===== src/rtl/evt_pend_pkg.sv =====
// Package: shared types for the per-event pending counter.
// Assumes: nothing; type definitions only.
package evt_pend_pkg;

    // Action the counter takes at the next rising edge.
    typedef enum logic [1:0] {
        OP_HOLD = 2'd0,   // no change
        OP_INC  = 2'd1,   // record one more occurrence
        OP_DEC  = 2'd2,   // one occurrence served
        OP_OVF  = 2'd3    // occurrence lost, queue already full
    } pend_op_e;

endpackage


===== src/rtl/evt_pend_decode.sv =====
// Module: evt_pend_decode
// Turns the event/acknowledge pair and the occupancy state into the single
// action the counter performs at the next edge.
// Assumes: full_i and empty_i are never both high (DEPTH >= 1).
module evt_pend_decode
    import evt_pend_pkg::*;
(
    input  logic     evt_i,
    input  logic     ack_i,
    input  logic     full_i,
    input  logic     empty_i,
    output pend_op_e op_o
);

    // Purpose: select the action; a coincident event and acknowledge cancel out.
    always_comb begin
        op_o = OP_HOLD;
        if (evt_i && !ack_i) begin
            op_o = full_i ? OP_OVF : OP_INC;
        end else if (ack_i && !evt_i && !empty_i) begin
            op_o = OP_DEC;
        end
    end

endmodule


===== src/rtl/evt_pend_counter.sv =====
// Module: evt_pend_counter
// Saturating occupancy counter from 0 to DEPTH, driven by a decoded action.
// Assumes: the decoder never requests OP_INC at full or OP_DEC at empty.
module evt_pend_counter
    import evt_pend_pkg::*;
#(
    parameter int DEPTH = 4,
    localparam int CW   = $clog2(DEPTH + 1)
) (
    input  logic          clk_i,
    input  logic          rst_ni,
    input  pend_op_e      op_i,
    output logic [CW-1:0] cnt_o,
    output logic          full_o,
    output logic          empty_o
);

    localparam logic [CW-1:0] FULL_LVL = CW'(DEPTH);
    localparam logic [CW-1:0] ONE      = CW'(1);

    logic [CW-1:0] cnt_q;

    // Purpose: hold the occupancy; asynchronous clear on reset.
    always_ff @(posedge clk_i or negedge rst_ni) begin
        if (!rst_ni) begin
            cnt_q <= '0;
        end else begin
            case (op_i)
                OP_INC:  cnt_q <= cnt_q + ONE;
                OP_DEC:  cnt_q <= cnt_q - ONE;
                default: cnt_q <= cnt_q;
            endcase
        end
    end

    assign cnt_o   = cnt_q;
    assign full_o  = (cnt_q == FULL_LVL);
    assign empty_o = (cnt_q == '0);

    // occupancy never exceeds the configured depth
    p_depth_bound_r5: assert property (@(posedge clk_i) disable iff (!rst_ni)
        (op_i == OP_OVF) |=> (cnt_q == FULL_LVL));

endmodule


===== src/rtl/evt_pend_queue.sv =====
// Module: evt_pend_queue (top)
// Counts outstanding occurrences of one event source, flags pending work and
// pulses an error when an occurrence arrives at full occupancy.
// Assumes: evt_i is a one-cycle pulse per occurrence; ack_i is high only when
// this source was granted and all destinations were ready.
module evt_pend_queue
    import evt_pend_pkg::*;
#(
    parameter int DEPTH = 4,
    localparam int CW   = $clog2(DEPTH + 1)
) (
    input  logic clk_i,
    input  logic rst_ni,
    input  logic evt_i,
    input  logic ack_i,
    output logic pend_o,
    output logic err_o
);

    localparam logic [CW-1:0] FULL_LVL = CW'(DEPTH);
    localparam logic [CW-1:0] ONE      = CW'(1);

    pend_op_e      op;
    logic [CW-1:0] cnt;
    logic          full;
    logic          empty;
    logic          err_q;

    evt_pend_decode u_decode (
        .evt_i   (evt_i),
        .ack_i   (ack_i),
        .full_i  (full),
        .empty_i (empty),
        .op_o    (op)
    );

    evt_pend_counter #(.DEPTH(DEPTH)) u_counter (
        .clk_i   (clk_i),
        .rst_ni  (rst_ni),
        .op_i    (op),
        .cnt_o   (cnt),
        .full_o  (full),
        .empty_o (empty)
    );

    // Purpose: register the overflow indication as a one-cycle error pulse.
    always_ff @(posedge clk_i or negedge rst_ni) begin
        if (!rst_ni) begin
            err_q <= 1'b0;
        end else begin
            err_q <= (op == OP_OVF);
        end
    end

    assign pend_o = !empty;
    assign err_o  = err_q;

    // a lone event below full adds one
    p_inc_r2: assert property (@(posedge clk_i) disable iff (!rst_ni)
        (evt_i && !ack_i && cnt != FULL_LVL) |=> (cnt == $past(cnt) + ONE));

    // a lone acknowledge with work outstanding removes one
    p_dec_r3: assert property (@(posedge clk_i) disable iff (!rst_ni)
        (ack_i && !evt_i && cnt != '0) |=> (cnt == $past(cnt) - ONE));

    // coincident event and acknowledge change nothing and raise no error
    p_cancel_r6: assert property (@(posedge clk_i) disable iff (!rst_ni)
        (evt_i && ack_i) |=> ($stable(cnt) && !err_o));

    // an event at full holds the count and raises the error
    p_overflow_r7: assert property (@(posedge clk_i) disable iff (!rst_ni)
        (evt_i && !ack_i && cnt == FULL_LVL) |=> (err_o && cnt == FULL_LVL));

    // no error without an overflowing event on the previous edge
    p_no_spurious_err_r7: assert property (@(posedge clk_i) disable iff (!rst_ni)
        !(evt_i && !ack_i && cnt == FULL_LVL) |=> !err_o);

    // an acknowledge with nothing outstanding is discarded
    p_idle_ack_r8: assert property (@(posedge clk_i) disable iff (!rst_ni)
        (ack_i && !evt_i && cnt == '0) |=> (cnt == '0 && !pend_o));

endmodule


===== config.mk =====
export PLATFORM = sky130hd
export DESIGN_NAME = evt_pend_queue
export DESIGN_NICKNAME = d
export VERILOG_FILES = /design/src/rtl/evt_pend_pkg.sv /design/src/rtl/evt_pend_decode.sv /design/src/rtl/evt_pend_counter.sv /design/src/rtl/evt_pend_queue.sv
export SDC_FILE = /design/constraint.sdc
export NUM_CORES = 1
export LEC_CHECK = 0
export ABC_CLOCK_PERIOD_IN_PS = 3000
export BUFFER_PORTS_ARGS = -buffer_cell sky130_fd_sc_hd__buf_2
export CORE_AREA = 2 2 39 41
export CTS_CLUSTER_DIAMETER = 120
export CTS_CLUSTER_SIZE = 25
export DETAILED_ROUTE_END_ITERATION = 16
export DIE_AREA = 0 0 41 43
export SETUP_SLACK_MARGIN = 0.4
export SYNTH_ARGS = -nofsm -noshare
export SYNTH_HDL_FRONTEND = slang
export SYNTH_SLANG_ARGS = --single-unit

===== constraint.sdc =====
create_clock -name clk_i -period 3 [get_ports clk_i]
set_input_delay 0.15 -clock clk_i [delete_from_list [all_inputs] [get_ports clk_i]]
set_output_delay 0.15 -clock clk_i [all_outputs]
set_load 0.01 [all_outputs]

==> flow_summary.ini <==
[sta]
fin_ws_ps = 685
tns_ps = 0
worst_slew_pin_slew_ps = 288
period_minus_slack_ps = 2310
max_slew_margin_pct = 80.5
drv_slew = 0
rsz0062_at_grt = false
setup_viol = 0
fin_skew_ps = 3.18
timing.hold.ws_ps = 244
timing_hold_violations_final = 0
fmax_mhz = 432
fin_crit_sh_pct = 77.2

[logic_synthesis]
synthCells = 23
synth_area_leaders = dfrtp_1, fa_1, ha_1
synth-seq-cells = 4
synth_compound_area_share_pct = 10.8
syn-num-nets = 29
avgSynthCellArea_um2 = 11.0
yosysTopAreaCellShare_pct = 39.4
yosysWarnings = 0
ys.flop_type = dfrtp_1
synth_top_area_cell = dfrtp_1
synth_cell_type_count = 17
synthXorXnorAreaFrac_pct = 3.45
synth_area_um2 = 254
yosysSeqAreaShare_pct = 39.4
synthAdderAreaFrac_pct = 12.8
yosys.area_share.simple_pct = 27.6
synth_top_family_by_area = simple AND/OR/NAND/NOR gates
async_reset_ff_share_pct = 100
synth_edf_count = 0
synthMuxAreaShare_pct = 4.43

[power]
p_clk_share_pct = 22.7
ir_worst_vdd_mv = 0.326
p_leak_nw = 0.154
internal_power_w = 0.000186
power.total_w = 0.000292
powerDensity_nw_per_um2 = 880
seq_power_share_pct = 36.2
p_comb_share_pct = 41.1
swShare_pct = 36.2
power.switching_w = 0.000106

[clock_network]
clock_latency_ps = 230
cts.path.max_buffers = 2
cts.clk_slew.worst_paths_ps = 40
post_cts_resized = 0
root_buffer = clkbuf_4
cts_sinks = 4
cts-buffers-inserted = 3
cts_htree_levels = 1
cts_tree = yes

[floorplanning]
ios = 6
die_w_um = 41
die_area_um2 = 1760
core_area_um2 = 1380
initial_utilization_pct = 18.4
rows = 14
die_h_um = 43

[cells_and_area]
finalCoreUtilization_pct = 24.0
num_antenna_cells = 0
final_common_cell = buf_2
multi_input_area_um2 = 150
fin_nets = 40
fill_cells = 150
mostFrequentLayoutCells = buf_2, dfrtp_1, clkbuf_4
drive_above_1_share_pct = 40.6
area_growth_pct = 30.5
seq_area_um2 = 100

[critical_path]
cpMaxStageDelayCell = dfrtp_1
crit_arrival_ps = 2460
crit_chain = or3_4 > and2_4 > a31o_1 > ha_1 > and3_2 > or3_1 > a21oi_1
critical-path-top-delay-family = simple AND/OR/NAND/NOR gates
cp.required_ps = 3150
path_buf_inv = 0
worst_r2r_path_depth = 7
reg2reg_to = u_counter.cnt_o[2]
cp_max_fo = 7
r2r_slack_ps = 690
cpPeakStageDelay_ps = 430
critical_path_class = flop to flop
critPathLaunchType = flop
cp-end-kind = flop
reg2reg_from = u_counter.cnt_o[2]

[place]
post-place-ws_ps = 711
place.gp.congestion = 0.771
io_buffers = 5

[global_routing]
grt_pass1_vias = 205
grt_overflow = 0
grt_usage_pct = 7.26
grt_first_pass_wirelength_um = 814
antenna_found_initial = 0
grt_max_degree = 8

[worst_hold_path]
hp-class = input pin to async pin

[flow_run]
cap_violations = 0

[route]
wirelength_um = 456
drcViolationCount = 0
vias = 204
vias_per_cell = 4.25
drt.antenna.violating_nets = 0
firstDrtPassIters = 3
wire_per_inst_um = 9.50
drtIter0Drc = 2

[run_status]
status = completed
==> cells by family after synthesis <==
group,after synthesis
compound gates,4
xor+xnor,1
fa+ha+maj,2
buf+inv,1
flops,4
mux,1
simple gates,10
==> power groups by stage <==
| stage | Clock, W | Combinational, W | Sequential, W |
|---|---|---|---|
| after floorplan | 0 | 0.0000930 | 0.0000994 |
| after global placement | 0 | 0.000116 | 0.000106 |
| after detailed placement | 0 | 0.000119 | 0.000108 |
| after CTS | 0.0000708 | 0.000121 | 0.000106 |
| after global routing | 0.0000764 | 0.000136 | 0.000112 |
| final | 0.0000661 | 0.000120 | 0.000106 |
==> repair_timing <==
| action | CTS | global route |
|---|---|---|
| setup buffers | 0 | 0 |
| setup endpoints to repair | 0 | 0 |
| hold endpoints to repair | 4 | 0 |
| hold buffers | 1 | 0 |
==> cells in the mapped netlist (2+ instances only) <==
cell / instances
nor2_1: 2
or3_1: 2
dfrtp_1: 4
a21oi_1: 2
==> registers in the layout, summed over array words and instances, names as in the netlist <==
| signal | count |
|---|---|
| err_o | 1 |
| u_counter.cnt_o | 3 |
==> final cells by class <==
| type | instances | share of cell area (%) |
|---|---|---|
| clock buffers | 3 | 6.79 |
| inverters | 1 | 1.13 |
| multi-input cells | 18 | 45.3 |
| flip-flops and latches | 4 | 30.2 |
| well taps | 16 | 6.04 |
| repair buffers | 6 | 10.6 |
==> how the worst max path moves through the flow <==
stage                                   from                 end  slack (ps)  cells past startpoint
after floorplan           u_counter.cnt_o[2]  u_counter.cnt_o[2]         820                      7
after CTS                 u_counter.cnt_o[2]  u_counter.cnt_o[2]         700                      7
after global placement    u_counter.cnt_o[2]  u_counter.cnt_o[2]         730                      7
final                     u_counter.cnt_o[2]  u_counter.cnt_o[2]         690                      7
after global routing      u_counter.cnt_o[2]  u_counter.cnt_o[2]         610                      7
after detailed placement  u_counter.cnt_o[2]  u_counter.cnt_o[2]         710                      7
==> metal layers <==
metal / vias up / routed length [µm] / global-route usage (%)
li1: 101 / - / -
met1: 96 / 204 / 8.47
met2: 7 / 219 / 9.38
met3: 0 / 32 / 4.71
met4: 0 / 0 / 4.67
met5: - / 0 / 0
==> per-stage QoR <==
step                      cells  area [µm²]
final                        48         332
after global routing         48         332
after floorplan              23         254
after detailed placement     44         299
after CTS                    48         332
after global placement       44         299
Note: power is estimated with default switching activity, not from simulation.
